<file path="src/rtl/mdio_pkg.sv">
package mdio_pkg;
   localparam logic [1:0] ST_SHORT = 2'b01;
   localparam logic [1:0] ST_EXT   = 2'b00;
   localparam logic [1:0] OP_ADDR  = 2'b00;
   localparam logic [1:0] OP_WR    = 2'b01;
   localparam logic [1:0] OP_RD_S  = 2'b10;
   localparam logic [1:0] OP_RD_E  = 2'b11;
   localparam int         FRAME_BITS = 32;

   typedef struct packed {
      logic [1:0]  st;
      logic [1:0]  op;
      logic [4:0]  pa;
      logic [4:0]  da;
      logic [15:0] payload;
      logic        rd;
   } mdio_req_t;
endpackage

</file>
<file path="src/rtl/mdio_clkgen.sv">
module mdio_clkgen #(
   parameter int DIV_W = 9
) (
   input  logic             clk,
   input  logic             rst_n,
   input  logic             run,
   input  logic [DIV_W-1:0] div,
   output logic             mdc,
   output logic             rise_p,
   output logic             fall_p
);
   logic [DIV_W-1:0] cnt_q;
   logic             mdc_q;
   logic             tick;

   assign tick   = run && (cnt_q == div);
   assign rise_p = tick && !mdc_q;
   assign fall_p = tick && mdc_q;
   assign mdc    = mdc_q;

   always_ff @(posedge clk or negedge rst_n) begin
      if (!rst_n) begin
         cnt_q <= '0;
         mdc_q <= 1'b0;
      end else if (!run) begin
         cnt_q <= '0;
         mdc_q <= 1'b0;
      end else if (tick) begin
         cnt_q <= '0;
         mdc_q <= ~mdc_q;
      end else begin
         cnt_q <= cnt_q + 1'b1;
      end
   end
endmodule

</file>
<file path="src/rtl/mdio_frame.sv">
module mdio_frame
   import mdio_pkg::*;
#(
   parameter int PRE_LEN = 32,
   parameter bit IN_FLOP = 1'b1
) (
   input  logic      clk,
   input  logic      rst_n,
   input  logic      start,
   input  mdio_req_t req,
   input  logic      pre_off,
   input  logic      rise_p,
   input  logic      fall_p,
   input  logic      mdio_i,
   output logic      busy,
   output logic      mdio_o,
   output logic      mdio_oe,
   output logic      done,
   output logic [15:0] rd_word,
   output logic      rd_fail
);
   localparam int TOT   = PRE_LEN + FRAME_BITS;
   localparam int IDX_W = $clog2(TOT);
   localparam logic [IDX_W-1:0] LAST  = IDX_W'(TOT - 1);
   localparam logic [IDX_W-1:0] FIRST = IDX_W'(PRE_LEN);

   logic                  busy_q, is_rd_q, ta_q;
   logic [IDX_W-1:0]      idx_q;
   logic [FRAME_BITS-1:0] frm_q;
   logic [15:0]           sh_q;
   logic                  din;
   logic                  in_frame;
   logic [IDX_W-1:0]      fpos;
   logic [4:0]            bsel;

   generate
      if (IN_FLOP) begin : g_in_reg
         logic din_q;
         always_ff @(posedge clk or negedge rst_n) begin
            if (!rst_n) din_q <= 1'b1;
            else        din_q <= mdio_i;
         end
         assign din = din_q;
      end else begin : g_in_direct
         assign din = mdio_i;
      end
   endgenerate

   assign in_frame = (idx_q >= FIRST);
   assign fpos     = idx_q - FIRST;
   assign bsel     = 5'(FRAME_BITS - 1) - fpos[4:0];

   assign busy    = busy_q;
   assign mdio_o  = busy_q && (in_frame ? frm_q[bsel] : 1'b1);
   assign mdio_oe = busy_q && !(is_rd_q && in_frame && (fpos >= IDX_W'(14)));
   assign done    = busy_q && fall_p && (idx_q == LAST);
   assign rd_fail = ta_q;
   assign rd_word = ta_q ? 16'hFFFF : sh_q;

   always_ff @(posedge clk or negedge rst_n) begin
      if (!rst_n) begin
         busy_q  <= 1'b0;
         is_rd_q <= 1'b0;
         ta_q    <= 1'b0;
         idx_q   <= '0;
         frm_q   <= '0;
         sh_q    <= '0;
      end else if (!busy_q) begin
         if (start) begin
            busy_q  <= 1'b1;
            is_rd_q <= req.rd;
            ta_q    <= 1'b0;
            idx_q   <= pre_off ? FIRST : '0;
            frm_q   <= {req.st, req.op, req.pa, req.da,
                        (req.rd ? 2'b11 : 2'b10), req.payload};
         end
      end else begin
         if (rise_p && is_rd_q && in_frame) begin
            if (fpos == IDX_W'(15)) ta_q <= din;
            if (fpos >= IDX_W'(16)) sh_q <= {sh_q[14:0], din};
         end
         if (fall_p) begin
            if (idx_q == LAST) busy_q <= 1'b0;
            else               idx_q  <= idx_q + 1'b1;
         end
      end
   end
endmodule

</file>
<file path="src/rtl/mdio_master.sv">
module mdio_master
   import mdio_pkg::*;
#(
   parameter int ADDR_W    = 6,
   parameter int DIV_W     = 9,
   parameter int DIV_RESET = 5,
   parameter int PRE_LEN   = 32,
   parameter bit IN_FLOP   = 1'b1
) (
   input  logic              clk,
   input  logic              rst_n,
   input  logic              reg_we,
   input  logic [ADDR_W-1:0] reg_addr,
   input  logic [31:0]       reg_wdata,
   output logic [31:0]       reg_rdata,
   output logic              mdc,
   output logic              mdio_o,
   output logic              mdio_oe,
   input  logic              mdio_i
);
   localparam logic [ADDR_W-1:0] OFS_CFG  = ADDR_W'(8'h30);
   localparam logic [ADDR_W-1:0] OFS_CTL  = ADDR_W'(8'h34);
   localparam logic [ADDR_W-1:0] OFS_DATA = ADDR_W'(8'h38);
   localparam logic [ADDR_W-1:0] OFS_ADR  = ADDR_W'(8'h3C);

   if (ADDR_W < 6) begin : g_bad_addr
      $error("ADDR_W must cover offset 0x3C");
   end
   if (DIV_W < 3 || DIV_W > 9) begin : g_bad_div_w
      $error("DIV_W must be 3..9");
   end
   if (DIV_RESET < 5 || DIV_RESET >= (1 << DIV_W)) begin : g_bad_div_rst
      $error("DIV_RESET out of range");
   end
   if (PRE_LEN < 1 || PRE_LEN > 32) begin : g_bad_pre
      $error("PRE_LEN must be 1..32");
   end

   logic [DIV_W-1:0] div_q;
   logic             ext_q, pre_off_q, rd_err_q, rd_pend_q;
   logic [9:0]       ctl_q;
   logic [15:0]      data_q, adr_q;
   logic             busy, done, rd_fail, rise_p, fall_p, launch, accept;
   logic [15:0]      rd_word;
   mdio_req_t        req;

   assign accept = reg_we && !busy;

   always_comb begin
      launch      = 1'b0;
      req.st      = ext_q ? ST_EXT : ST_SHORT;
      req.op      = OP_WR;
      req.pa      = ctl_q[9:5];
      req.da      = ctl_q[4:0];
      req.payload = reg_wdata[15:0];
      req.rd      = 1'b0;
      if (accept) begin
         if (reg_addr == OFS_CTL && reg_wdata[15]) begin
            launch      = 1'b1;
            req.op      = ext_q ? OP_RD_E : OP_RD_S;
            req.pa      = reg_wdata[9:5];
            req.da      = reg_wdata[4:0];
            req.payload = '0;
            req.rd      = 1'b1;
         end else if (reg_addr == OFS_DATA) begin
            launch = 1'b1;
         end else if (reg_addr == OFS_ADR && ext_q) begin
            launch = 1'b1;
            req.op = OP_ADDR;
         end
      end
   end

   always_ff @(posedge clk or negedge rst_n) begin
      if (!rst_n) begin
         div_q     <= DIV_W'(DIV_RESET);
         ext_q     <= 1'b0;
         pre_off_q <= 1'b0;
         rd_err_q  <= 1'b0;
         rd_pend_q <= 1'b0;
         ctl_q     <= '0;
         data_q    <= '0;
         adr_q     <= '0;
      end else begin
         if (accept) begin
            case (reg_addr)
               OFS_CFG: begin
                  div_q     <= reg_wdata[7 +: DIV_W];
                  ext_q     <= reg_wdata[6];
                  pre_off_q <= reg_wdata[5];
               end
               OFS_CTL:  ctl_q  <= reg_wdata[9:0];
               OFS_DATA: data_q <= reg_wdata[15:0];
               OFS_ADR:  adr_q  <= reg_wdata[15:0];
               default: ;
            endcase
         end
         if (launch) begin
            rd_pend_q <= req.rd;
            if (req.rd) rd_err_q <= 1'b0;
         end
         if (done && rd_pend_q) begin
            data_q   <= rd_word;
            rd_err_q <= rd_fail;
         end
      end
   end

   always_comb begin
      case (reg_addr)
         OFS_CFG:  reg_rdata = {16'h0, 9'(div_q), ext_q, pre_off_q, 3'b000, rd_err_q, busy};
         OFS_CTL:  reg_rdata = {22'h0, ctl_q};
         OFS_DATA: reg_rdata = {16'h0, data_q};
         OFS_ADR:  reg_rdata = {16'h0, adr_q};
         default:  reg_rdata = '0;
      endcase
   end

   mdio_clkgen #(.DIV_W(DIV_W)) u_clkgen (
      .clk    (clk),
      .rst_n  (rst_n),
      .run    (busy),
      .div    (div_q),
      .mdc    (mdc),
      .rise_p (rise_p),
      .fall_p (fall_p)
   );

   mdio_frame #(.PRE_LEN(PRE_LEN), .IN_FLOP(IN_FLOP)) u_frame (
      .clk     (clk),
      .rst_n   (rst_n),
      .start   (launch),
      .req     (req),
      .pre_off (pre_off_q),
      .rise_p  (rise_p),
      .fall_p  (fall_p),
      .mdio_i  (mdio_i),
      .busy    (busy),
      .mdio_o  (mdio_o),
      .mdio_oe (mdio_oe),
      .done    (done),
      .rd_word (rd_word),
      .rd_fail (rd_fail)
   );
endmodule

</file>
<file path="config.mk">
export PLATFORM = sky130hd
export DESIGN_NAME = mdio_master
export DESIGN_NICKNAME = d
export VERILOG_FILES = /design/src/rtl/mdio_pkg.sv /design/src/rtl/mdio_clkgen.sv /design/src/rtl/mdio_frame.sv /design/src/rtl/mdio_master.sv
export SDC_FILE = /design/constraint.sdc
export NUM_CORES = 1
export LEC_CHECK = 0
export CORE_MARGIN = 2
export CORE_UTILIZATION = 40
export CTS_BUF_LIST = sky130_fd_sc_hd__clkbuf_2
export CTS_CLUSTER_DIAMETER = 120
export DETAILED_ROUTE_END_ITERATION = 8
export PLACE_DENSITY = 0.66
export SKIP_CTS_REPAIR_TIMING = 1
export SYNTH_ARGS = -nofsm -noshare
export SYNTH_HDL_FRONTEND = slang
export SYNTH_SLANG_ARGS = --single-unit
</file>
<file path="constraint.sdc">
create_clock -name clk -period 2.3 [get_ports clk]
set_input_delay 0.23 -clock clk [delete_from_list [all_inputs] [get_ports clk]]
set_output_delay 0.23 -clock clk [all_outputs]
set_load 0.02 [all_outputs]
</file>
After elaboration in Yosys (flattened, before gate mapping)
Index checks and enable logic that the tools add are counted.
{"block": "classes", "mux": 40, "addsub": 4, "reduce_logical": 32, "n_eq_ne": 12, "order_cmp": 4, "bitwise": 2}
{"cell": "two-way mux 16 bit", "n": 4}
{"cell": "case mux 16 bit (4 select lines)", "n": 1}
{"cell": "== test 6 bit, second input constant", "n": 5}
{"cell": "two-way mux 6 bit", "n": 5}
{"cell": "two-way mux 29 bit", "n": 1}
{"cell": "two-way mux 27 bit", "n": 1}
{"cell": "two-way mux 1 bit", "n": 24}
{"cell": "two-way mux 9 bit", "n": 2}
{"cell": "logical AND 1 bit", "n": 15}
{"cell": "AND reduction 2 bit", "n": 6}
{"cell": "nonzero test 2 bit", "n": 5}
{"cell": "adder 9 x 1 -> 9 bit, second input constant", "n": 1}
{"cell": "== test 9 bit", "n": 1}
{"cell": "AND reduction 3 bit", "n": 3}
{"cell": "inequality test 2 bit, second input constant", "n": 4}
{"cell": "adder 6 x 1 -> 6 bit, second input constant", "n": 1}
{"cell": "== test 6 x 4 -> 1 bit, second input constant", "n": 1}
{"cell": "greater-or-equal comparator 6 x 4 -> 1 bit, second input constant", "n": 1}
{"cell": "greater-or-equal comparator 6 x 5 -> 1 bit, second input constant", "n": 1}
{"cell": "greater-or-equal comparator 6 bit, second input constant", "n": 1}
{"cell": "< comparator 5 x 6 -> 1 bit, second input constant", "n": 1}
{"cell": "subtractor 6 bit, second input constant", "n": 1}
{"cell": "binary-select mux 1 bit (select 5 bit)", "n": 1}
{"cell": "subtractor 5 bit, first input constant", "n": 1}
{"cell": "4 further kinds", "n": 7}
{"block": "totals", "out_inout_bits": 35, "word_cells": 111, "reg_bits": 123, "in_bits": 42}

Logic depth before layout (Yosys ltp)
Gate-level depths: netlist of run 1.
{"block": "depth", "depth_word": 9, "depth_mapped": 9, "depth_no_buf": 6}

By module
Synthesis of run 1 repeated with hierarchy kept, for this count alone.
{"block": "hier_totals", "cells_unflattened": 549, "hier_area_um2": 6421.2}
{"mod": "mdio_master", "seq_area_each_um2": 1378.8, "cells_each": 289, "area_per_inst_um2": 3160.5, "n_inst": 1}
{"mod": "mdio_frame", "seq_area_each_um2": 1427.6, "cells_each": 202, "area_per_inst_um2": 2688.8, "n_inst": 1}
{"mod": "mdio_clkgen", "seq_area_each_um2": 250.2, "cells_each": 58, "area_per_inst_um2": 571.8, "n_inst": 1}

Worst setup path before layout of run 1
OpenSTA, ideal clock, no wires.
{"block": "synth_path", "path_type": "reg-to-reg", "from": "register u_clkgen.cnt_q[6]", "to": "register u_frame.sh_q[10]", "setup_ps": 125, "arrival_time_ps": 1970, "synth_period_minus_slack_ps": 2094, "path_buffers": 1, "t_required_ps": 2175, "path_stages_with_launch": 7, "slack_ps": 206, "path_cell_list": "dfrtp_1 -> xor2_1 -> nor4_2 -> nand3_2 -> nor3_4 -> buf_4 -> mux2_2"}
{"block": "synth_via", "elab_chain_cells": 6}
{"item": "from (decl)", "line_no": "mdio_clkgen.sv:12", "source": "logic [DIV_W-1:0] cnt_q;"}
{"item": "from (signal assigned)", "line_no": "mdio_clkgen.sv:32", "source": "cnt_q <= cnt_q + 1'b1;"}
{"item": "== test 9 bit", "line_no": "mdio_clkgen.sv:16", "source": "assign tick = run && (cnt_q == div);"}
{"item": "logical AND 1 bit", "line_no": "mdio_clkgen.sv:16"}
{"item": "logical AND 1 bit", "line_no": "mdio_clkgen.sv:17", "source": "assign rise_p = tick && !mdc_q;"}
{"item": "logical AND 1 bit (2 in series)", "line_no": "mdio_frame.sv:78", "source": "if (rise_p && is_rd_q && in_frame) begin"}
{"item": "AND reduction 3 bit (no line)"}
{"item": "to (signal assigned)", "line_no": "mdio_frame.sv:80", "source": "if (fpos >= IDX_W'(16)) sh_q <= {sh_q[14:0], din};"}
{"item": "to (decl)", "line_no": "mdio_frame.sv:30", "source": "logic [15:0] sh_q;"}
No other way between the ends.
A chain may end at the register's enable or synchronous reset.

Worst setup path after layout of run 1
{"block": "layout_path", "from": "register u_frame.idx_q[0]", "to": "output port mdio_o"}
{"block": "layout_via", "elab_chain_cells": 6, "word_cells_on_any_way": 7, "classes_between": "add/sub (2); order compare (1); mux (3); reduce/logical (1)"}
{"item": "from (decl)", "line_no": "mdio_frame.sv:28", "source": "logic [IDX_W-1:0] idx_q;"}
{"item": "from (signal assigned)", "line_no": "mdio_frame.sv:73", "source": "idx_q <= pre_off ? FIRST : '0;"}
{"item": "from (signal assigned)", "line_no": "mdio_frame.sv:84", "source": "else idx_q <= idx_q + 1'b1;"}
{"item": "subtractor 6 bit", "line_no": "mdio_frame.sv:50", "source": "assign fpos = idx_q - FIRST;"}
{"item": "subtractor 5 bit", "line_no": "mdio_frame.sv:51", "source": "assign bsel = 5'(FRAME_BITS - 1) - fpos[4:0];"}
{"item": "binary-select mux 1 bit (select 5 bit)", "line_no": "mdio_frame.sv:54", "source": "assign mdio_o = busy_q && (in_frame ? frm_q[bsel] : 1'b1);"}
{"item": "two-way mux 1 bit (implied by the code)", "line_no": "mdio_frame.sv:54"}
{"item": "two-way mux 1 bit *", "line_no": "mdio_frame.sv:54"}
{"item": "logical AND 1 bit *", "line_no": "mdio_frame.sv:54"}
{"item": "to (decl)", "line_no": "mdio_master.sv:17", "source": "output logic mdio_o,"}
Every way passes the cells marked *; elsewhere a longest branch is shown, timed or not. The select of a mux whose other input is x is not followed.

==> impl_metrics.csv, run 1 <==
group,metric,value,unit
clocking,cts-root-buf,"clkbuf_2",
power,peakVddDrop,0.000392,V
place,port_buffers,44,
place,placed_cells,782,
worst_hold_path,hold_path.class,"in2async",
worst_setup_path,path_class,"reg2out",
die,die_w,129,um
finish,area_growth,19.3,%
global_routing,antenna_found_initial,0,
routing,viasPerCell,5.13,
yosys,synth_area_leaders,"dfrtp_1, mux2i_1, mux2_2",
worst_setup_path,slowest_delay,0.49,ns
timing,clock.fmax,0.365,GHz
global_routing,grt_pass1_wl,22.3,mm
finish,antennaDiodeCount,0,
clocking,cts_tree,"done",
finish,drive_above_1_share,27.4,%
outcome,status,"complete, but fails checks",
worst_setup_path,cp.required,2.07,ns
finish,final_nets,644,
worst_setup_path,r2r_slack,0.09,ns
yosys,synth_top_cell_area_share,46.7,%
worst_setup_path,cp_cell_sequence,"buf_12, mux4_2, mux2_2, a21oi_2, a31oi_2, buf_4",
timing,skew,0.0262,ns
global_routing,grt_util_all_layers,17.5,%
routing,remaining_drc_errors,0,
yosys,async_reset_ff_share,100,%
place,hpwl,9.96,mm
timing,hold_violations,0,
worst_setup_path,rr_endpoint,"u_frame.idx_q[3]$_DFFE_PN0P_",
power,power_leakage,3.99,nW
yosys,synthFlopType,"dfrtp_1",
clocking,htree_levels,4,
routing,ant_nets,0,
timing,maxSlewViolCount,0,
job,maxCapViolCount,0,
yosys,synth_seq_area_share,48.0,%
clocking,cts_buffers,17,
worst_setup_path,crit_arrival,2.51,ns
timing,rsz0062_at_grt,"yes",
yosys,synth-edff-count,0,
worst_setup_path,startpoint_type,"flip-flop",
die,initial_utilization,41.1,%
yosys,yosysMostFrequentCell,"dfrtp_1",
worst_setup_path,path_max_fanout,7,
die,die_h,129,um
die,io_pins,77,
global_routing,grt_start_max_net_pins,58,
yosys,syn-cell-area,6270,sq um
routing,wirelength,13.8,mm
yosys,synthTopCellsByCount,"dfrtp_1, mux2i_1, nor2_1, mux2_2, nand2_1",
timing,finalCriticalPeriod,2.74,ns
worst_setup_path,cp_slowest_cell,"mux4_2",
power,power.density,723,nW/um^2
timing,finalCritPeriodShare,119,%
outcome,violations,"setup timing",
yosys,netlist_instances,527,
yosys,yosysTopAreaCell,"dfrtp_1",
yosys,ys_types,52,
worst_setup_path,crit_path_end_kind,"output port",
yosys,yosys_warnings,0,
routing,initialDrtViolationCount,233,
routing,vias,4223,
routing,wl_per_cell,16.8,um
worst_setup_path,r2r_cells,8,
routing,dr.pass1.iters,4,
global_routing,grt_overflow,0,
timing,finalSetupViolations,1,
clocking,cts_buffer_depth,2,
die,core,15300,sq um
clocking,clkTransAtPathRegs,0.17,ns
finish,layout.cells.non_filler,824,
clocking,cts_sinks,120,
timing,setup_ws,-0.443,ns
yosys,syn_avg_cell_area,11.9,sq um
global_routing,grt_pass1_vias,4236,
place,place.gp.congestion,0.836,
yosys,ys_seq_elements,120,
die,die-area,16700,sq um
worst_setup_path,r2r_start,"u_frame.idx_q[0]$_DFFE_PN0P_",
power,p_total,5.41,mW
timing,worstMarginPinSlew,0.637,ns
clocking,worst_skew_pair.late_latency,0.71,ns
die,row_count,45,
timing,max_slew_margin,57.5,%
layout by cell type, fill, tap and decap left out, drive strengths merged, types with 6 or more instances in the layout:
master / netlist / final
nor2: 59 / 59
clkbuf: 16 / 22
inv: 8 / 8
xor2: 15 / 15
mux2i: 75 / 75
a31oi: 9 / 9
dfrtp: 117 / 117
nand2: 25 / 25
clkinv: 0 / 8
conb: 1 / 16
o21ai: 16 / 16
nand4: 6 / 6
clkdlybuf4s50: 0 / 25
nor2b: 11 / 11
buf: 36 / 46
mux4: 12 / 12
nand3: 12 / 12
mux2: 56 / 56
dlymetal6s2s: 0 / 14
metrics by stage:
stage	area (sq um)	utilization [%]	TNS, ns	worst slack, ns	hold WS [ns]
after floorplan	6320	-	0	0.206	-0.0656
after global routing	7480	49.0	-0.600	-0.582	0.0927
final	7480	49.0	-0.443	-0.443	0.103
after global placement	7090	46.5	-0.440	-0.149	0.282
after CTS	7340	48.1	-4.42	-0.947	-0.516
after detailed placement	7090	46.5	-0.540	-0.143	0.291
worst max-delay path by stage:
stage | depth (start not counted) | from | end | slack, ns
global placement | 7 | u_frame.idx_q[0]$_DFFE_PN0P_ | mdio_o | -0.15
finish | 6 | u_frame.idx_q[0]$_DFFE_PN0P_ | mdio_o | -0.44
CTS | 7 | u_frame.idx_q[0]$_DFFE_PN0P_ | mdio_o | -0.95
global route | 7 | u_frame.idx_q[0]$_DFFE_PN0P_ | mdio_o | -0.58
detailed placement | 7 | u_frame.idx_q[0]$_DFFE_PN0P_ | mdio_o | -0.14
floorplan | 6 | u_clkgen.cnt_q[6]$_DFF_PN0_ | u_frame.sh_q[10]$_DFFE_PN0P_ | 0.21
worst max-delay path: cells and delay by family, from the launching register on:
kind / cells / cell delay, ns
AOI/OAI and AO/OA: 2 / 0.26
buffers and inverters: 2 / 0.33
DFF: 1 / 0.46
muxes: 2 / 0.78
power by group:
part           leakage, nW  internal (mW)  switching [mW]
logic                 2.21          0.723           0.757
clock network        0.145          0.597           0.815
registers             1.63           2.29           0.233
cell families (layout without fill, tap and decap cells):
family	count (synthesis)	after routing	share of synthesized area, %
buffers and inverters	60	131	5.79
DFF	120	120	48.0
adders and majority gates	2	2	0.399
and+or+nand+nor	141	141	11.7
muxes	143	143	27.5
xor gates and xnor gates	17	17	2.38
AOI/OAI and AO/OA	43	43	4.21
other	1	16	0.0598
routing by layer:
layer,global-route usage [%],up-vias,routed length [um]
met2,27.2,105,6620
met4,6.71,0,221
met5,0,-,0
met1,24.1,2121,6430
li1,-,1981,-
met3,3.84,16,574
state kept, by name, summed over array words and instances, names as in the netlist, 6 cells and up:
signal and cells:
adr_q 16, u_clkgen.cnt_q 9, u_frame.frm_q 30, data_q 16, div_q 9, u_frame.sh_q 16, ctl_q 10, u_frame.idx_q 6
final cells by class:
| class | count | area, sq um |
|---|---|---|
| clock buffer | 18 | 90.1 |
| clock inverter | 14 | 158 |
| fill | 1380 | 7780 |
| inverter | 8 | 30.0 |
| multi-input combinational | 362 | 2980 |
| sequential | 120 | 3010 |
| tap | 211 | 264 |
| timing repair buffer | 91 | 943 |
Note: power is estimated with default switching activity, not from simulation.
==> run 2, diff against run 1 <==
CORE_ASPECT_RATIO = 1.25   (was unset)
CORE_MARGIN = unset   (was 2)
==> run 2 against run 1 <==
The flow still finishes with violations (setup timing). Sequential power about the same. Hold slack worse by 0.031 ns. Die area down 3.1%. Non-clock buffer count up 1. Clock power down 3%. Register-to-register slack worse by 0.08 ns. Power up 0.13%. Core utilization up 0.48 points.
==> impl_metrics.csv, run 2 (synthesized netlist as in run 1, its figures left out) <==
group,metric,value,unit
die,die_h,142,um
finish,multi_input_area,3000,sq um
place,placed_cells,784,
clocking,cts_buffer_depth,2,
clocking,htree_levels,4,
finish,post-route-util,49.5,%
worst_setup_path,crit_arrival,2.43,ns
finish,area_growth,19.5,%
timing,setup_ws,-0.364,ns
timing,clock.fmax,0.375,GHz
worst_setup_path,r2r_slack,0.01,ns
worst_setup_path,slowest_delay,0.50,ns
power,p_total,5.42,mW
die,io_pins,77,
timing,finalCritPeriodShare,116,%
clocking,cts_sinks,120,
global_routing,grt_pass1_wl,22.3,mm
power,power.density,723,nW/um^2
timing,finalCriticalPeriod,2.66,ns
worst_setup_path,cp_slowest_cell,"mux4_2",
timing,rsz0062_at_grt,"yes",
routing,wl_per_cell,16.5,um
clocking,worst_skew_pair.late_latency,0.65,ns
clocking,cts_tree,"done",
global_routing,grt_overflow,0,
finish,drive_above_1_share,27.2,%
timing,worstMarginPinSlew,0.538,ns
routing,dr.pass1.iters,4,
outcome,status,"complete, but fails checks",
worst_setup_path,startpoint_type,"flip-flop",
finish,largest_register_ffs,30,
worst_setup_path,r2r_start,"u_frame.idx_q[0]$_DFFE_PN0P_",
place,hpwl,10.1,mm
finish,seqCellArea,3010,sq um
global_routing,grt_util_all_layers,17.9,%
place,port_buffers,44,
worst_setup_path,cp_cell_sequence,"buf_12, mux4_2, mux2_4, a21oi_2, a31oi_2, buf_4",
clocking,clkTransAtPathRegs,0.18,ns
finish,max_flop_register,"u_frame.frm_q",
finish,layout.cells.non_filler,822,
die,die-area,16200,sq um
timing,max_slew_margin,64.1,%
timing,maxSlewViolCount,0,
worst_setup_path,rr_endpoint,"u_frame.idx_q[3]$_DFFE_PN0P_",
job,maxCapViolCount,0,
die,core,15100,sq um
routing,vias,4190,
finish,fill_cells,1346,
die,row_count,50,
clocking,cts-root-buf,"clkbuf_2",
power,peakVddDrop,0.000336,V
finish,final_common_cell,"dfrtp_1",
timing,finalSetupViolations,1,
global_routing,grt_pass1_vias,4361,
clocking,cts_buffers,17,
worst_setup_path,r2r_cells,8,
global_routing,antenna_found_initial,1,
finish,final_nets,645,
routing,ant_nets,0,
worst_setup_path,path_max_fanout,6,
timing,hold_violations,0,
power,power_leakage,4.03,nW
worst_setup_path,crit_family,"multiplexers",
worst_setup_path,cp.required,2.07,ns
routing,initialDrtViolationCount,166,
finish,final_area,7490,sq um
place,place.gp.congestion,0.843,
timing,finalSetupTns,-0.364,ns
worst_setup_path,path_class,"reg2out",
die,initial_utilization,41.4,%
worst_hold_path,hold_path.class,"in2async",
place,place_area,7100,sq um
finish,final_cell_mix,"dfrtp_1, mux2i_1, nor2_1, buf_4, mux2_2",
timing,skew,0.0414,ns
routing,wirelength,13.6,mm
outcome,violations,"setup timing",
routing,viasPerCell,5.10,
worst_setup_path,path_buf_inv,2,
worst_setup_path,crit_path_end_kind,"output port",
routing,remaining_drc_errors,0,
die,die_w,114,um
global_routing,grt_start_max_net_pins,51,
run 2: cell count changes in the layout (fill, tap and decap cells not counted), moves of 2 or more:
cell            delta
dlymetal6s2s_1     +3
clkbuf_2           -4
buf_4              +3
buf_12             -2
run 2: area by class of cell:
type | instances | share of cell area (%)
inverters | 8 | 0.401
multi-input cells | 362 | 40.0
diodes | 1 | 0.0334
well taps | 208 | 3.47
clock inverters | 14 | 2.12
repair buffers | 92 | 12.7
flip-flops and latches | 120 | 40.2
clock buffers | 17 | 1.14
run 2: worst register-to-register path, delay by kind of cell (launching register included):
| family | cells | cell delay, ns |
|---|---|---|
| simple gates | 4 | 1.12 |
| buf+inv | 2 | 0.31 |
| flops | 1 | 0.48 |
| fa+ha+maj | 1 | 0.19 |
| compound gates | 1 | 0.14 |
run 2: worst max path at each step:
stage,from,endpoint,slack [ns],cells past startpoint
after floorplan,u_clkgen.cnt_q[6]$_DFF_PN0_,u_frame.sh_q[10]$_DFFE_PN0P_,0.21,6
after global placement,u_frame.idx_q[0]$_DFFE_PN0P_,mdio_o,-0.1,7
after detailed placement,u_frame.idx_q[0]$_DFFE_PN0P_,mdio_o,-0.11,7
after CTS,u_frame.idx_q[0]$_DFFE_PN0P_,mdio_o,-0.86,7
after global routing,u_frame.idx_q[0]$_DFFE_PN0P_,mdio_o,-0.55,7
final,u_frame.idx_q[0]$_DFFE_PN0P_,mdio_o,-0.36,6
run 2: power by group:
| part | switching (mW) | internal (mW) | leakage, nW |
|---|---|---|---|
| logic | 0.755 | 0.764 | 2.26 |
| clock network | 0.783 | 0.588 | 0.143 |
| registers | 0.241 | 2.29 | 1.63 |
| total | 1.78 | 3.64 | 4.03 |
run 2: per-layer routing:
layer / track usage, % / routed length [um] / vias up
li1: - / - / 1983
met1: 22.2 / 5870 / 2104
met2: 30.2 / 7020 / 80
met3: 3.07 / 331 / 23
met4: 8.41 / 337 / 0
met5: 0 / 0 / -
run 2: stage by stage:
stage | hold WS, ns | setup slack (ns)
floorplan | -0.0656 | 0.206
global route | 0.0552 | -0.545
CTS | -0.524 | -0.861
finish | 0.0718 | -0.364
detailed placement | 0.216 | -0.107
global placement | 0.214 | -0.0995
